===== src/rtl/tmrbank_pkg.sv =====
`timescale 1ns/1ps
package tmrbank_pkg;
  localparam int WORD_W  = 32;
  localparam int FIELD_W = 4;
  localparam int BIT_EN  = 0;
  localparam int BIT_CFG = 1;   // three config bits follow the enable
  localparam int CFG_W   = 3;

  localparam logic [7:0] CODE_OPEN = 8'hAE;
  localparam logic [7:0] CODE_SHUT = 8'hEA;

  typedef enum logic [2:0] {
    HIT_NONE,
    HIT_CHAN,
    HIT_CTRL,
    HIT_STAT,
    HIT_LOCK,
    HIT_CLR
  } hit_e;
endpackage


===== src/rtl/tmrbank_decode.sv =====
`timescale 1ns/1ps
module tmrbank_decode import tmrbank_pkg::*; #(
  parameter int AW     = 12,
  parameter int N_CH   = 8,
  parameter int LOW_CH = 3
) (
  input  logic [AW-1:0]                      addr,
  output hit_e                               hit,
  output logic [((N_CH>1)?$clog2(N_CH):1)-1:0] ch,
  output logic [1:0]                         sel
);
  localparam int SW  = AW - 4;
  localparam int CHW = (N_CH > 1) ? $clog2(N_CH) : 1;

  logic [SW-1:0] slot;
  logic          aligned;

  assign slot    = addr[AW-1:4];
  assign sel     = addr[3:2];
  assign aligned = (addr[1:0] == 2'b00);

  always_comb begin
    hit = HIT_NONE;
    ch  = '0;
    if (aligned) begin
      if (slot < SW'(LOW_CH)) begin
        hit = HIT_CHAN;
        ch  = CHW'(slot);
      end else if (slot == SW'(LOW_CH)) begin
        unique case (sel)
          2'd0: hit = HIT_CTRL;
          2'd1: hit = HIT_STAT;
          2'd2: hit = HIT_LOCK;
          default: hit = HIT_CLR;
        endcase
      end else if (slot <= SW'(N_CH)) begin
        hit = HIT_CHAN;
        ch  = CHW'(slot - SW'(1));
      end
    end
  end
endmodule


===== src/rtl/tmrbank_ctrl.sv =====
`timescale 1ns/1ps
module tmrbank_ctrl import tmrbank_pkg::*; #(
  parameter int N_CH        = 8,
  parameter int PULSE_FIRST = 4
) (
  input  logic                    clk,
  input  logic                    rst,
  input  logic                    wr_ctrl,
  input  logic                    wr_lock,
  input  logic                    wr_clr,
  input  logic [WORD_W-1:0]       wdata,
  output logic [FIELD_W*N_CH-1:0] ctrl_q,
  output logic                    open_q
);
  localparam int CW = FIELD_W * N_CH;

  logic [CW-1:0] keep;
  logic [7:0]    code;

  // pulse bit survives only on channels that support it
  for (genvar g = 0; g < N_CH; g++) begin : g_keep
    if (g >= PULSE_FIRST) begin : g_full
      assign keep[FIELD_W*g +: FIELD_W] = {FIELD_W{1'b1}};
    end else begin : g_nopulse
      assign keep[FIELD_W*g +: FIELD_W] = {1'b0, {(FIELD_W-1){1'b1}}};
    end
  end

  assign code = wdata[8:1];

  always_ff @(posedge clk) begin
    if (rst) begin
      ctrl_q <= '0;
      open_q <= 1'b0;
    end else begin
      if (wr_ctrl) begin
        ctrl_q <= wdata[CW-1:0] & keep;
      end else if (wr_clr && open_q) begin
        ctrl_q <= ctrl_q & ~wdata[CW-1:0];
      end
      if (wr_lock) begin
        if (code == CODE_OPEN) begin
          open_q <= 1'b1;
        end else if (code == CODE_SHUT) begin
          open_q <= 1'b0;
        end
      end
    end
  end
endmodule


===== src/rtl/tmrbank_seq.sv =====
`timescale 1ns/1ps
module tmrbank_seq import tmrbank_pkg::*; (
  input  logic             clk,
  input  logic             rst,
  input  logic             want_en,
  input  logic [CFG_W-1:0] want_cfg,
  output logic             en_q,
  output logic [CFG_W-1:0] cfg_q
);
  // stop first, reconfigure while stopped, start only on settled config
  always_ff @(posedge clk) begin
    if (rst) begin
      en_q  <= 1'b0;
      cfg_q <= '0;
    end else if (en_q && !want_en) begin
      en_q <= 1'b0;
    end else if (!en_q) begin
      cfg_q <= want_cfg;
      en_q  <= want_en && (cfg_q == want_cfg);
    end else begin
      cfg_q <= want_cfg;
    end
  end
endmodule


===== src/rtl/tmrbank_front.sv =====
`timescale 1ns/1ps
module tmrbank_front import tmrbank_pkg::*; #(
  parameter int AW          = 12,
  parameter int N_CH        = 8,
  parameter int LOW_CH      = 3,
  parameter int PULSE_FIRST = 4
) (
  input  logic                   clk,
  input  logic                   rst,
  input  logic                   bus_req,
  input  logic                   bus_we,
  input  logic [AW-1:0]          bus_addr,
  input  logic [WORD_W-1:0]      bus_wdata,
  output logic [WORD_W-1:0]      bus_rdata,
  output logic                   bus_rvalid,
  output logic [N_CH-1:0]        ch_wr_stb,
  output logic [1:0]             ch_wr_sel,
  output logic [WORD_W-1:0]      ch_wr_data,
  output logic [1:0]             ch_rd_sel,
  input  logic [WORD_W*N_CH-1:0] ch_rd_data,
  input  logic [N_CH-1:0]        ch_evt,
  output logic [N_CH-1:0]        ch_en,
  output logic [N_CH-1:0]        ch_extclk,
  output logic [N_CH-1:0]        ch_ovf_ie,
  output logic [N_CH-1:0]        ch_pulse
);
  localparam int CW  = FIELD_W * N_CH;
  localparam int CHW = (N_CH > 1) ? $clog2(N_CH) : 1;

  hit_e            hit;
  logic [CHW-1:0]  dch;
  logic [1:0]      dsel;
  logic            rd, wr;
  logic [CW-1:0]   ctrl_q;
  logic            open_q;
  logic [N_CH-1:0] stat_q;
  logic [WORD_W-1:0] rd_val;
  logic [CFG_W-1:0]  cfg_w [N_CH];

  assign rd = bus_req & ~bus_we;
  assign wr = bus_req & bus_we;

  tmrbank_decode #(.AW(AW), .N_CH(N_CH), .LOW_CH(LOW_CH)) u_dec (
    .addr (bus_addr),
    .hit  (hit),
    .ch   (dch),
    .sel  (dsel)
  );

  assign ch_rd_sel = dsel;

  tmrbank_ctrl #(.N_CH(N_CH), .PULSE_FIRST(PULSE_FIRST)) u_ctl (
    .clk     (clk),
    .rst     (rst),
    .wr_ctrl (wr && (hit == HIT_CTRL)),
    .wr_lock (wr && (hit == HIT_LOCK)),
    .wr_clr  (wr && (hit == HIT_CLR)),
    .wdata   (bus_wdata),
    .ctrl_q  (ctrl_q),
    .open_q  (open_q)
  );

  for (genvar g = 0; g < N_CH; g++) begin : g_chan
    tmrbank_seq u_seq (
      .clk      (clk),
      .rst      (rst),
      .want_en  (ctrl_q[FIELD_W*g + BIT_EN]),
      .want_cfg (ctrl_q[FIELD_W*g + BIT_CFG +: CFG_W]),
      .en_q     (ch_en[g]),
      .cfg_q    (cfg_w[g])
    );
    assign ch_extclk[g] = cfg_w[g][0];
    assign ch_ovf_ie[g] = cfg_w[g][1];
    assign ch_pulse[g]  = cfg_w[g][2];
  end

  // event status: write ANDs, events set and win over a same-cycle write
  always_ff @(posedge clk) begin
    if (rst) begin
      stat_q <= '0;
    end else if (wr && (hit == HIT_STAT)) begin
      stat_q <= (stat_q & bus_wdata[N_CH-1:0]) | ch_evt;
    end else begin
      stat_q <= stat_q | ch_evt;
    end
  end

  always_comb begin
    unique case (hit)
      HIT_CHAN: rd_val = ch_rd_data[WORD_W*dch +: WORD_W];
      HIT_CTRL: rd_val = WORD_W'(ctrl_q);
      HIT_STAT: rd_val = WORD_W'(stat_q);
      HIT_LOCK: rd_val = WORD_W'(open_q);
      default:  rd_val = '0;
    endcase
  end

  always_ff @(posedge clk) begin
    if (rst) begin
      bus_rdata  <= '0;
      bus_rvalid <= 1'b0;
      ch_wr_stb  <= '0;
      ch_wr_sel  <= '0;
      ch_wr_data <= '0;
    end else begin
      bus_rvalid <= rd;
      bus_rdata  <= rd ? rd_val : '0;
      ch_wr_stb  <= (wr && (hit == HIT_CHAN)) ?
                    ({{(N_CH-1){1'b0}}, 1'b1} << dch) : '0;
      if (wr && (hit == HIT_CHAN)) begin
        ch_wr_sel  <= dsel;
        ch_wr_data <= bus_wdata;
      end
    end
  end
endmodule


===== config.mk =====
export PLATFORM = sky130hd
export DESIGN_NAME = tmrbank_front
export DESIGN_NICKNAME = d
export VERILOG_FILES = /design/src/rtl/tmrbank_pkg.sv /design/src/rtl/tmrbank_decode.sv /design/src/rtl/tmrbank_ctrl.sv /design/src/rtl/tmrbank_seq.sv /design/src/rtl/tmrbank_front.sv
export SDC_FILE = /design/constraint.sdc
export NUM_CORES = 1
export LEC_CHECK = 0
export BUFFER_PORTS_ARGS = -buffer_cell sky130_fd_sc_hd__buf_4
export CAP_MARGIN = 20
export CORE_AREA = 4 4 162 164
export CTS_CLUSTER_SIZE = 12
export DETAILED_ROUTE_END_ITERATION = 8
export DIE_AREA = 0 0 166 168
export GPL_TIMING_DRIVEN = 1
export PLACE_DENSITY = 0.69
export SYNTH_ARGS = -nofsm -noshare
export SYNTH_HDL_FRONTEND = slang
export SYNTH_SLANG_ARGS = --single-unit

===== constraint.sdc =====
create_clock -name clk -period 2.88 [get_ports clk]
set_clock_uncertainty 0.05 [all_clocks]
set_input_delay 0.144 -clock clk [delete_from_list [all_inputs] [get_ports clk]]
set_output_delay 0.144 -clock clk [all_outputs]
set_load 0.02 [all_outputs]

==> impl_metrics.toml <==
[global_route]
track_usage_pct = 25.3
overflow = 0
grt_pass1_vias = 9172
grt_max_degree = 107
grt_antenna_before_repair = 6
grt_pass1_wl_mm = 55.4

[finish]
syn2layout_area_growth_pct = 60.2
final_cells = 1800
fin_nets = 1767
drive_gt1_share_pct = 35.6

[place]
hpwlAfterDp_mm = 28.9
dp_slack_ns = 0.274
gp_congestion = 0.952
placedCellCount = 1714
numPortBuffers = 420

[timing]
slew_violations = 0
min_period_ns = 2.24
hold_violations = 0
setup_ws_ns = 0.640
setup_tns_ns = 0
relSlewSlack_pct = 66.4
timing.fmax_mhz = 446
timing.hold.ws_ns = 0.0303
finalSetupViolations = 0
rsz0062_at_grt = "false"
fin_crit_sh_pct = 77.8
worst_pin_slew_ns = 0.491

[floorplan]
start_util_pct = 31.1
row_count = 58
die_w_um = 166
core_um2 = 24900
fp.dieArea_um2 = 27900
die_h_um = 168
io_pins = 421

[clocking]
ctsResizeCount = 0
cts_buffers = 17
root_buffer = "clkbuf_16"
holdBufCountCts = 48
cts_tree = "yes"
clock_latency_ns = 0.42
clk_pin_slew_worst_paths_ns = 0.07
htreeDepth = 4
post-cts-setup-buffers = 0
clockBufferDepth = 2
cts_sinks = 148

[setup_path]
cp_max_fo = 24
worstSetupStartpointType = "input port"
path_class = "in2reg"
required_ns = 3.17
cp-end-kind = "register"
crit_arrival_ns = 2.53
r2r_slack_ns = 1.38

[detailed_routing]
ant_nets = 0
wl_per_cell_um = 20.7
met3_length_mm = 3.11
wl_met1_mm = 15.6
detail_route.drc_violations = 0
drtIter0Drc = 819
wl_met2_mm = 17.4
highest_layer = "met5"
first_pass_iters = 5
num_vias = 9374
drt-total-wl_mm = 37.2
vias_per_cell = 5.21

[synth]
synth_edf_count = 0
synth_ff_type = "dfxtp_1"
syn-num-nets = 1330
ys_top_cells_by_area = "dfxtp_1 38%, nand2_1 14%, a21oi_1 8.0%"
ys_warn_count = 0
ys_async_sr_fraction_pct = 0
yosysTopAreaCell = "dfxtp_1"
synth.distinct_cells = 49
seq_area_frac_synth_pct = 38.3
syn_avg_cell_area_um2 = 7.63
syn_area_um2 = 7740
synth-seq-cells = 148
synth.top_cell.area_share_pct = 38.3
syn_inst = 1015

[power]
power.static_leakage_nw = 5.13
ir_drop_mv = 0.372
powerDensity_nw_per_um2 = 405
total_power_mw = 5.03

[run]
cap_violations = 0

[min_path]
hp-class = "in2reg"

[outcome]
outcome = "finished clean"
## cell families after synthesis
| family | after synthesis | share of synthesized area [%] |
|---|---|---|
| fa+ha+maj | 3 | 0.485 |
| xor+xnor | 25 | 2.83 |
| simple gates | 452 | 25.5 |
| flops | 148 | 38.3 |
| mux | 67 | 9.03 |
| compound gates | 228 | 18.4 |
| buf+inv | 92 | 5.51 |
## cell type report
cell class              instances  area [µm²]
clock inverters                14         169
clock buffers                  18         439
multi-input cells             775        4400
flip-flops and latches        148        2960
inverters                      10        37.5
fillers                      2393       12500
repair buffers                500        3970
well taps                     330         413
diodes                          5        12.5
## through the flow
| stage | util, % | instance area, µm² |
|---|---|---|
| after floorplan | - | 7740 |
| after global placement | 45.3 | 11300 |
| after detailed placement | 45.3 | 11300 |
| after CTS | 49.7 | 12400 |
| after global routing | 49.8 | 12400 |
| final | 49.8 | 12400 |
## state kept, by name, summed over array words and instances, names as in the netlist
register,flops
bus_rdata,32
ch_wr_data,32
u_ctl.ctrl_q,32
g_chan.u_seq.cfg_q,24
ch_wr_stb,8
g_chan.u_seq.en_q,8
stat_q,8
ch_wr_sel,2
bus_rvalid,1
u_ctl.open_q,1
## final timing paths
kind,startpoint,endpoint,cells after the start
hold / removal,ch_rd_data[16],bus_rdata[16],3
setup / recovery,rst,bus_rdata[14],9
setup reg to reg,u_ctl.open_q,u_ctl.ctrl_q[27],6
hold reg to reg,ch_wr_data[14],ch_wr_data[14],2
## cells in the mapped netlist (16+ instances only)
| master | instances |
|---|---|
| mux2i_1 | 44 |
| buf_2 | 17 |
| dfxtp_1 | 148 |
| a21oi_1 | 124 |
| clkbuf_1 | 47 |
| nor2_1 | 40 |
| o221ai_1 | 55 |
| a31oi_1 | 16 |
| mux2_2 | 23 |
| nand3_1 | 68 |
| nand2_1 | 285 |
| xnor2_1 | 25 |
## power by group
group          switching [mW]  internal [mW]
Clock                    1.02           1.33
Combinational           0.232          0.387
Sequential            0.00415           2.05
## cell usage in the layout, fill, tap and decap left out, drive strengths merged, types with 3 or more instances in the layout
| cell | netlist | routed |
|---|---|---|
| inv | 10 | 17 |
| diode | 0 | 5 |
| nand3 | 68 | 68 |
| nor2b | 12 | 12 |
| mux2 | 23 | 23 |
| nand2 | 286 | 286 |
| o221ai | 55 | 55 |
| o21ai | 14 | 14 |
| xnor2 | 25 | 25 |
| mux2i | 44 | 44 |
| clkbuf | 47 | 18 |
| a21oi | 125 | 125 |
| dlygate4sd3 | 0 | 48 |
| a31oi | 16 | 16 |
| clkinv | 0 | 3 |
| nor3b | 9 | 9 |
| dfxtp | 148 | 148 |
| buf | 35 | 452 |
| nand2b | 3 | 3 |
| o211ai | 5 | 5 |
| nor2 | 40 | 40 |
| nor3 | 16 | 16 |
| a211oi | 4 | 4 |
| ha | 3 | 3 |
## metal layers
metal / track usage, % / vias to the layer above
li1: - / 4428
met1: 32.3 / 4395
met2: 41.3 / 481
met3: 6.93 / 68
met4: 8.64 / 2
met5: 0 / -
## critical path, cell delays in order
cell and delay [ns]:
dlygate4sd3_1 0.56, buf_4 0.15, nor3b_1 0.19, buf_4 0.17, or3b_1 0.56, nor2_2 0.14, buf_4 0.29, nand2_1 0.20
o221ai_1 0.12
(Power assumes the default switching activity.)
